File: src/rtl/arb_rx_pkg.sv
package arb_rx_pkg;
  typedef enum logic [1:0] {
    ADDR_FIRST = 2'd0,
    ADDR_STAT  = 2'd1,
    ADDR_ERR   = 2'd2,
    ADDR_RSVD  = 2'd3
  } rx_addr_e;

  localparam int STAT_MSG  = 0;
  localparam int STAT_PF   = 1;
  localparam int STAT_FULL = 2;
  localparam int ERR_OVR   = 0;
  localparam int ERR_PAR   = 1;

  typedef struct packed {
    logic cap;   // first word accepted
    logic ovr;   // first word while unread
    logic perr;  // parity failure
    logic pf;    // power-fail code seen
  } rx_evt_t;
endpackage

File: src/rtl/arb_rx_parity.sv
module arb_rx_parity #(
  parameter int W   = 16,
  parameter bit ODD = 1'b0
) (
  input  logic [W-1:0] word_i,
  input  logic         par_i,
  output logic         ok_o
);
  generate
    if (ODD) begin : g_odd
      assign ok_o = ^{word_i, par_i};
    end else begin : g_even
      assign ok_o = ~^{word_i, par_i};
    end
  endgenerate
endmodule

File: src/rtl/arb_rx_capture.sv
module arb_rx_capture
  import arb_rx_pkg::*;
#(
  parameter int          W          = 16,
  parameter logic [W-1:0] PFAIL_CODE = '1
) (
  input  logic         clk_i,
  input  logic         rst_ni,
  input  logic         valid_i,
  input  logic         first_i,
  input  logic [W-1:0] word_i,
  input  logic         par_ok_i,
  input  logic         rd_first_i,
  output logic [W-1:0] first_o,
  output logic         full_o,
  output rx_evt_t      evt_o,
  output logic         fifo_stb_o,
  output logic [W-1:0] fifo_data_o
);
  logic         good, take, ovr, capture;
  logic [W-1:0] first_q;
  logic         full_q;

  assign good    = valid_i & par_ok_i;
  assign take    = good & first_i;
  assign ovr     = take & full_q & ~rd_first_i;
  assign capture = take & ~ovr;

  always_ff @(posedge clk_i or negedge rst_ni) begin
    if (!rst_ni) begin
      first_q     <= '0;
      full_q      <= 1'b0;
      fifo_stb_o  <= 1'b0;
      fifo_data_o <= '0;
    end else begin
      fifo_stb_o <= good;
      if (good) fifo_data_o <= word_i;
      if (capture) first_q <= word_i;
      if (capture)         full_q <= 1'b1;
      else if (rd_first_i) full_q <= 1'b0;
    end
  end

  always_comb begin
    evt_o      = '0;
    evt_o.cap  = take;
    evt_o.ovr  = ovr;
    evt_o.perr = valid_i & ~par_ok_i;
    evt_o.pf   = take & (word_i == PFAIL_CODE);
  end

  assign first_o = first_q;
  assign full_o  = full_q;


  keep_unread_chk: assert property (@(posedge clk_i) disable iff (!rst_ni)
    full_q && !rd_first_i |=> $stable(first_q));

  stb_src_chk: assert property (@(posedge clk_i) disable iff (!rst_ni)
    fifo_stb_o |-> $past(valid_i) && $past(par_ok_i));
endmodule

File: src/rtl/arb_rx_host.sv
module arb_rx_host
  import arb_rx_pkg::*;
#(
  parameter int W = 16
) (
  input  logic         clk_i,
  input  logic         rst_ni,
  input  logic         sel_i,
  input  logic         wr_i,
  input  logic [1:0]   addr_i,
  input  logic [W-1:0] wdata_i,
  input  logic [W-1:0] first_i,
  input  logic         full_i,
  input  rx_evt_t      evt_i,
  output logic         rd_first_o,
  output logic [W-1:0] rdata_o,
  output logic         ack_o,
  output logic         msg_irq_o,
  output logic         err_irq_o,
  output logic         pfail_o
);
  logic         acc, wr_stat, wr_err;
  logic         msg_q, pf_q, ovr_q, par_q;
  logic [W-1:0] rd_d;
  logic         unused_wdata;

  assign acc        = sel_i & ~ack_o;
  assign wr_stat    = acc & wr_i & (rx_addr_e'(addr_i) == ADDR_STAT);
  assign wr_err     = acc & wr_i & (rx_addr_e'(addr_i) == ADDR_ERR);
  assign rd_first_o = acc & ~wr_i & (rx_addr_e'(addr_i) == ADDR_FIRST);
  assign unused_wdata = ^wdata_i;

  always_comb begin
    rd_d = '0;
    case (rx_addr_e'(addr_i))
      ADDR_FIRST: rd_d = first_i;
      ADDR_STAT: begin
        rd_d[STAT_MSG]  = msg_q;
        rd_d[STAT_PF]   = pf_q;
        rd_d[STAT_FULL] = full_i;
      end
      ADDR_ERR: begin
        rd_d[ERR_OVR] = ovr_q;
        rd_d[ERR_PAR] = par_q;
      end
      default: rd_d = '0;
    endcase
  end

  always_ff @(posedge clk_i or negedge rst_ni) begin
    if (!rst_ni) begin
      ack_o   <= 1'b0;
      rdata_o <= '0;
      msg_q   <= 1'b0;
      pf_q    <= 1'b0;
      ovr_q   <= 1'b0;
      par_q   <= 1'b0;
    end else begin
      ack_o <= acc;
      if (acc && !wr_i) rdata_o <= rd_d;
      // set wins over clear
      msg_q <= evt_i.cap  | (msg_q & ~(wr_stat & wdata_i[STAT_MSG]));
      pf_q  <= evt_i.pf   | (pf_q  & ~(wr_stat & wdata_i[STAT_PF]));
      ovr_q <= evt_i.ovr  | (ovr_q & ~(wr_err  & wdata_i[ERR_OVR]));
      par_q <= evt_i.perr | (par_q & ~(wr_err  & wdata_i[ERR_PAR]));
    end
  end

  assign msg_irq_o = msg_q;
  assign pfail_o   = pf_q;
  assign err_irq_o = ovr_q | par_q;


  ack_src_chk: assert property (@(posedge clk_i) disable iff (!rst_ni)
    ack_o |-> $past(sel_i));

  ack_pulse_chk: assert property (@(posedge clk_i) disable iff (!rst_ni)
    ack_o |=> !ack_o);

  pf_hold_chk: assert property (@(posedge clk_i) disable iff (!rst_ni)
    pf_q && !(wr_stat && wdata_i[STAT_PF]) |=> pf_q);

  err_rise_chk: assert property (@(posedge clk_i) disable iff (!rst_ni)
    $rose(err_irq_o) |-> $past(evt_i.ovr || evt_i.perr));
endmodule

File: src/rtl/arb_msg_rx.sv
module arb_msg_rx
  import arb_rx_pkg::*;
#(
  parameter int           WORD_W     = 16,
  parameter bit           ODD_PAR    = 1'b0,
  parameter logic [WORD_W-1:0] PFAIL_CODE = '1
) (
  input  logic              clk_i,
  input  logic              rst_ni,
  input  logic              msg_valid_i,
  input  logic              msg_first_i,
  input  logic [WORD_W-1:0] msg_word_i,
  input  logic              msg_par_i,
  output logic              fifo_stb_o,
  output logic [WORD_W-1:0] fifo_data_o,
  output logic              msg_irq_o,
  output logic              err_irq_o,
  output logic              pfail_o,
  input  logic              host_sel_i,
  input  logic              host_wr_i,
  input  logic [1:0]        host_addr_i,
  input  logic [WORD_W-1:0] host_wdata_i,
  output logic [WORD_W-1:0] host_rdata_o,
  output logic              host_ack_o
);
  logic              par_ok, full, rd_first;
  logic [WORD_W-1:0] first_word;
  rx_evt_t           evt;

  arb_rx_parity #(.W(WORD_W), .ODD(ODD_PAR)) u_par (
    .word_i (msg_word_i),
    .par_i  (msg_par_i),
    .ok_o   (par_ok)
  );

  arb_rx_capture #(.W(WORD_W), .PFAIL_CODE(PFAIL_CODE)) u_cap (
    .clk_i       (clk_i),
    .rst_ni      (rst_ni),
    .valid_i     (msg_valid_i),
    .first_i     (msg_first_i),
    .word_i      (msg_word_i),
    .par_ok_i    (par_ok),
    .rd_first_i  (rd_first),
    .first_o     (first_word),
    .full_o      (full),
    .evt_o       (evt),
    .fifo_stb_o  (fifo_stb_o),
    .fifo_data_o (fifo_data_o)
  );

  arb_rx_host #(.W(WORD_W)) u_host (
    .clk_i      (clk_i),
    .rst_ni     (rst_ni),
    .sel_i      (host_sel_i),
    .wr_i       (host_wr_i),
    .addr_i     (host_addr_i),
    .wdata_i    (host_wdata_i),
    .first_i    (first_word),
    .full_i     (full),
    .evt_i      (evt),
    .rd_first_o (rd_first),
    .rdata_o    (host_rdata_o),
    .ack_o      (host_ack_o),
    .msg_irq_o  (msg_irq_o),
    .err_irq_o  (err_irq_o),
    .pfail_o    (pfail_o)
  );


  msg_irq_src_chk: assert property (@(posedge clk_i) disable iff (!rst_ni)
    $rose(msg_irq_o) |-> $past(msg_valid_i && msg_first_i && par_ok));
endmodule

File: config.mk
export PLATFORM = sky130hd
export DESIGN_NAME = arb_msg_rx
export DESIGN_NICKNAME = d
export VERILOG_FILES = /design/src/rtl/arb_rx_pkg.sv /design/src/rtl/arb_rx_parity.sv /design/src/rtl/arb_rx_capture.sv /design/src/rtl/arb_rx_host.sv /design/src/rtl/arb_msg_rx.sv
export SDC_FILE = /design/constraint.sdc
export NUM_CORES = 1
export LEC_CHECK = 0
export ABC_CLOCK_PERIOD_IN_PS = 1900
export BUFFER_PORTS_ARGS = -buffer_cell sky130_fd_sc_hd__buf_4
export CAP_MARGIN = 20
export CORE_MARGIN = 3
export CORE_UTILIZATION = 32
export CTS_BUF_LIST = sky130_fd_sc_hd__clkbuf_8 sky130_fd_sc_hd__clkbuf_16
export DETAILED_ROUTE_END_ITERATION = 16
export PLACE_DENSITY = 0.58
export SLEW_MARGIN = 20
export SYNTH_ARGS = -nofsm -noshare
export SYNTH_HDL_FRONTEND = slang
export SYNTH_SLANG_ARGS = --single-unit
File: constraint.sdc
create_clock -name clk_i -period 1.9 [get_ports clk_i]
set_input_delay 0.19 -clock clk_i [delete_from_list [all_inputs] [get_ports clk_i]]
set_output_delay 0.19 -clock clk_i [all_outputs]
set_load 0.02 [all_outputs]
* Word-level counts from Yosys, hierarchy flattened
Cells that the tools add are included.
** Storage, ports and cells
- Bits in registers :: 55
- Input bits :: 41
- Output and inout port bits :: 37
- Logic and storage cells :: 58
** Operators by class
- Equal/unequal tests :: 3
- Mux-type cells :: 5
- Bitwise logic cells :: 35
- Reductions and logical operators :: 5
** Operators with widths (count)
- $and A1 B1 Y1 :: 21
- $reduce_xnor A17 Y1 :: 1
- $eq A16 B16 Y1 const B :: 1
- $mux W13 :: 1
- $not A1 Y1 :: 9
- $pmux W2 S3 :: 1
- $or A1 B1 Y1 :: 5
- $eq A2 B1 Y1 const B :: 1
- $eq A2 B2 Y1 const B :: 1
- $logic_not A2 Y1 :: 1
- $mux W1 :: 2
- $pmux W1 S2 :: 1
- $reduce_bool A2 Y1 :: 1
- $logic_and A1 B1 Y1 :: 1
- $logic_not A1 Y1 :: 1

* Logic depth before layout (Yosys ltp)
- Depth in word-level cells :: 9
- Mapped depth :: 6
- Gate-level depth less buffers :: 5

* Cells and area by module
A second synthesis with hierarchy kept.
** Unflattened totals
- Cell total of the unflattened synthesis :: 169
- Area, all modules :: 2464.9 sq um
** By module, submodules not included
- arb_rx_capture :: instances 1, cells each 86, area an instance 1416.4 sq um, sequential area each 850.8 sq um
- arb_rx_host :: instances 1, cells each 68, area an instance 903.4 sq um, sequential area each 525.5 sq um
- arb_rx_parity :: instances 1, cells each 15, area an instance 145.1 sq um, sequential area each 0.0 sq um

* Worst setup path before layout
Ideal clock, no wire load.
- Path type :: reg-to-reg
- Start :: register u_host.ack_o
- End :: register u_cap.first_q[10], in the netlist u_cap.first_o[10]
- Setup time :: 0.125 ns
- Arrival time :: 2.015 ns
- Data required time :: 1.775 ns
- Slack :: -0.240 ns
- Cell stages (with the launch flop) :: 7
- Buffers on the path :: 1
- Clock period less this slack :: 2.140 ns
- Cell sequence :: dfrtp_1 > or3b_1 > nor3_1 > nand2b_1 > nand4_4 > buf_6 > mux2_4
** Between the ends
- Longest elaborated chain between the ends :: 8
** RTL lines
- start, declared :: line arb_rx_host.sv:17 : output logic ack_o,
- start signal, assigned :: line arb_rx_host.sv:52 : ack_o <= 1'b0;
- start signal, assigned :: line arb_rx_host.sv:59 : ack_o <= acc;
- $not A1 Y1 :: line arb_rx_host.sv:27 : assign acc = sel_i & ~ack_o;
- $and A1 B1 Y1 :: line arb_rx_host.sv:27
- $and A1 B1 Y1 (2 in series) :: line arb_rx_host.sv:30 : assign rd_first_o = acc & ~wr_i & (rx_addr_e'(addr_i) == ADDR_FIRST);
- $not A1 Y1 :: line arb_rx_capture.sv:26 : assign ovr = take & full_q & ~rd_first_i;
- $and A1 B1 Y1 :: line arb_rx_capture.sv:26
- $not A1 Y1 :: line arb_rx_capture.sv:27 : assign capture = take & ~ovr;
- $and A1 B1 Y1 :: line arb_rx_capture.sv:27
- end signal, assigned :: line arb_rx_capture.sv:38 : if (capture) first_q <= word_i;
- end, declared :: line arb_rx_capture.sv:21 : logic [W-1:0] first_q;
No other way between the ends.
A chain may end at the register's enable or synchronous reset.

* Final worst setup path
- Start :: register u_host.ack_o
- End :: register u_cap.first_q[9], in the netlist u_cap.first_o[9]
The elaborated chain is that of the path after synthesis.

==> run metrics <==
Max stage delay on crit path=0.42 ns; n_diodes=0; Final Cycle Share=0.968; cell taking the most area after synthesis=dfrtp_1; Final nets=roughly 290; sequential area share after synthesis=0.588; gpl congestion=0.733; pin count of the biggest net entering global routing=56; clk_skew=0.00803 ns; Post-Syn Area=2340 um2; CP Class=reg2reg; worst slack, placed=-0.188 ns; Mapped Cells=160; most frequent cells in the layout=buf_4 (83), dfrtp_1 (54), mux2_2 (22); Chip Height=91.5 um; core area=6940 um2; crit path DAT=just over 2 ns; syn_nets=201; Hold Vio Cnt, Final=0; Hold Slack=0.144 ns; row cnt=30; vias in the first global route=about 1,500; status=completed; VDD IR max=about 0.50 mV; CP max-delay cell=dfrtp_2; Reg clk slew, reported paths=~0.090 ns; most common cell after layout, fill and taps aside=buf_4; RSZ-0062 raised after global routing=yes; LEAKAGE=roughly 1.6 nW; # IOs=78; clk sinks=55; htree depth=2; Setup crit start kind=register; PD cells=1390 nW/um2; Overflow after GRT=0; drt wl/cell=14.5 um; # DRC=0; Seq. cell area=about 1400 um2; average footprint of a synthesized cell=14.6 um2; endpoints failing setup=0; CP max FO=16; Max-Cap Viols=0; worst reg2reg path startpoint=u_host.ack_o$_DFF_PN0_; vias post-DR=1,512; Clk Latency, worst-skew pair=0.31 ns; Slew headroom=0.538; CP Cell Sequence=or3b_4, nor3_4, nand2b_4, nand4_4, buf_12, mux2_4; Post-DP HPWL=between 3 and 4 mm; final WL=slightly below 5 mm; Port Buffer Count=63; Area Overhead vs Synth=37.6%; design area=3220 um2; max-slew violations=0; Hold Path Class=in2reg; Die ar.=approximately 8400 um2; Cell variety after synth=27; Final WS setup=0.0606 ns; layout cells sized above 1=0.534; initial antenna violation count=0; die span in x=roughly 90 um; Slew @ Worst Pin=slightly below 0.7 ns; drt pass-1 iters=3; Fmax=544 MHz; Max Root-Sink Buffers=2; Cell Area, Placed=3090 um2; Synth area leaders=dfrtp_1 (59%), mux2_2 (11%), mux2_4 (6.4%); CTS buffer count=5; gr usage total=0.121; Multi-input gate area=approximately 940 um2; first-pass GRT wire length=~8.0 mm; FILL cells=650; setup TNS=0 ns; final worst path period need=1.84 ns; Initial DRC Count=92; CTS root buffer=clkbuf_8; crit end category=register; hold_sp=host_addr_i[1]; WP data required=2.09 ns; post-route ant nets=0; Initial Util=0.337; CP Launch Point=u_host.ack_o$_DFF_PN0_; Synth Register Bits=55; TritonCTS clock tree=yes; Vias/cell=4.41; top cell type's share of synthesized area=0.588; yosys warns=0
==> sequential cells by signal, indices dropped and copies added, names as in the netlist <==
name / cells
u_host.ack_o: 1
u_host.ovr_q: 1
u_cap.first_o: 16
u_cap.fifo_stb_o: 1
u_host.msg_irq_o: 1
u_cap.full_o: 1
u_host.par_q: 1
u_host.rdata_o: 16
u_host.pfail_o: 1
u_cap.fifo_data_o: 16
==> layer usage <==
metal / track usage / wire, um / vias up
met1: 0.165 / 2350 / 726
met4: 0.0452 / 70 / 0
li1: - / - / 752
met2: 0.186 / 2360 / 30
met3: 0.0290 / 198 / 4
met5: 0 / 0 / -
==> cell usage after synthesis <==
cell type / number
nand3_1: 3
o31ai_1: 1
nand4_4: 1
a21oi_1: 2
mux2_2: 22
or4_1: 1
xnor2_1: 7
xnor3_2: 1
mux2i_1: 3
mux2_4: 10
o21ai_0: 9
inv_1: 2
a22o_1: 13
nor2b_1: 2
xor2_1: 1
nor2_1: 2
nand2b_1: 3
nand2_1: 5
dfrtp_1: 55
clkbuf_1: 4
buf_6: 2
nand2_2: 1
nor3_1: 1
or2_2: 1
nand4_1: 4
xnor3_1: 3
or3b_1: 1
==> report_power, final <==
part | total [mW] | switching, mW | leakage, nW | internal (mW)
combinational | 1.79 | 0.807 | 0.836 | 0.984
clock | 0.806 | 0.379 | 0.0612 | 0.427
sequential | 1.88 | 0.258 | 0.675 | 1.62
total | 4.48 | 1.44 | 1.57 | 3.03
==> critical path: cells and delay by family (launching register included) <==
kind	cells	cell delay, ns
buf+inv	1	0.17
mux	1	0.29
simple gates	4	0.83
flops	1	0.42
==> through the flow <==
| step | util | power (mW) | cells |
|---|---|---|---|
| 6_report | 0.464 | 4.48 | 343 |
| 5_1_grt | 0.464 | 4.72 | 343 |
| 4_1_cts | 0.464 | 4.55 | 343 |
| 3_5_place_dp | 0.445 | 3.73 | 334 |
| 3_3_place_gp | 0.445 | 3.70 | 334 |
| 2_1_floorplan | - | 2.98 | 160 |
==> final cells by class <==
cell class,instances,area share
Sequential cell,55,0.428
Clock inverter,2,0.0109
Tap cell,96,0.0373
Timing Repair Buffer,85,0.203
Multi-Input combinational cell,97,0.293
Inverter,2,0.00233
Clock buffer,6,0.0256
==> cells by family after synthesis <==
kind of cell,Yosys count,share of synthesized area
buffers and inverters,8,0.0192
xor gates and xnor gates,12,0.0690
AOI/OAI and AO/OA,25,0.0754
DFF,55,0.588
muxes,35,0.183
and+or+nand+nor,25,0.0652
==> final timing paths <==
kind / depth (start not counted) / end / slack [ns]
setup / recovery: 6 / u_cap.first_o[9]$_DFFE_PN0P_ / 0.06
hold / removal: 2 / u_host.rdata_o[2]$_DFFE_PN0P_ / 0.14
setup reg to reg: 6 / u_cap.first_o[9]$_DFFE_PN0P_ / 0.06
hold reg to reg: 1 / u_host.ack_o$_DFF_PN0_ / 0.48
max in group asynchronous: 2 / u_host.ack_o$_DFF_PN0_ / 0.94
min in group asynchronous: 2 / u_cap.fifo_data_o[0]$_DFFE_PN0N_ / 0.45
==> what timing repair did <==
item | 4_1_cts | 5_1_grt
setup endpoints to repair | 0 | 6
endpoints found under the hold margin | 55 | 0
hold buffers | 1 | 0
resized for setup | 0 | 0
setup buffers | 0 | 0
No activity file was read; power rests on OpenSTA's default activity.
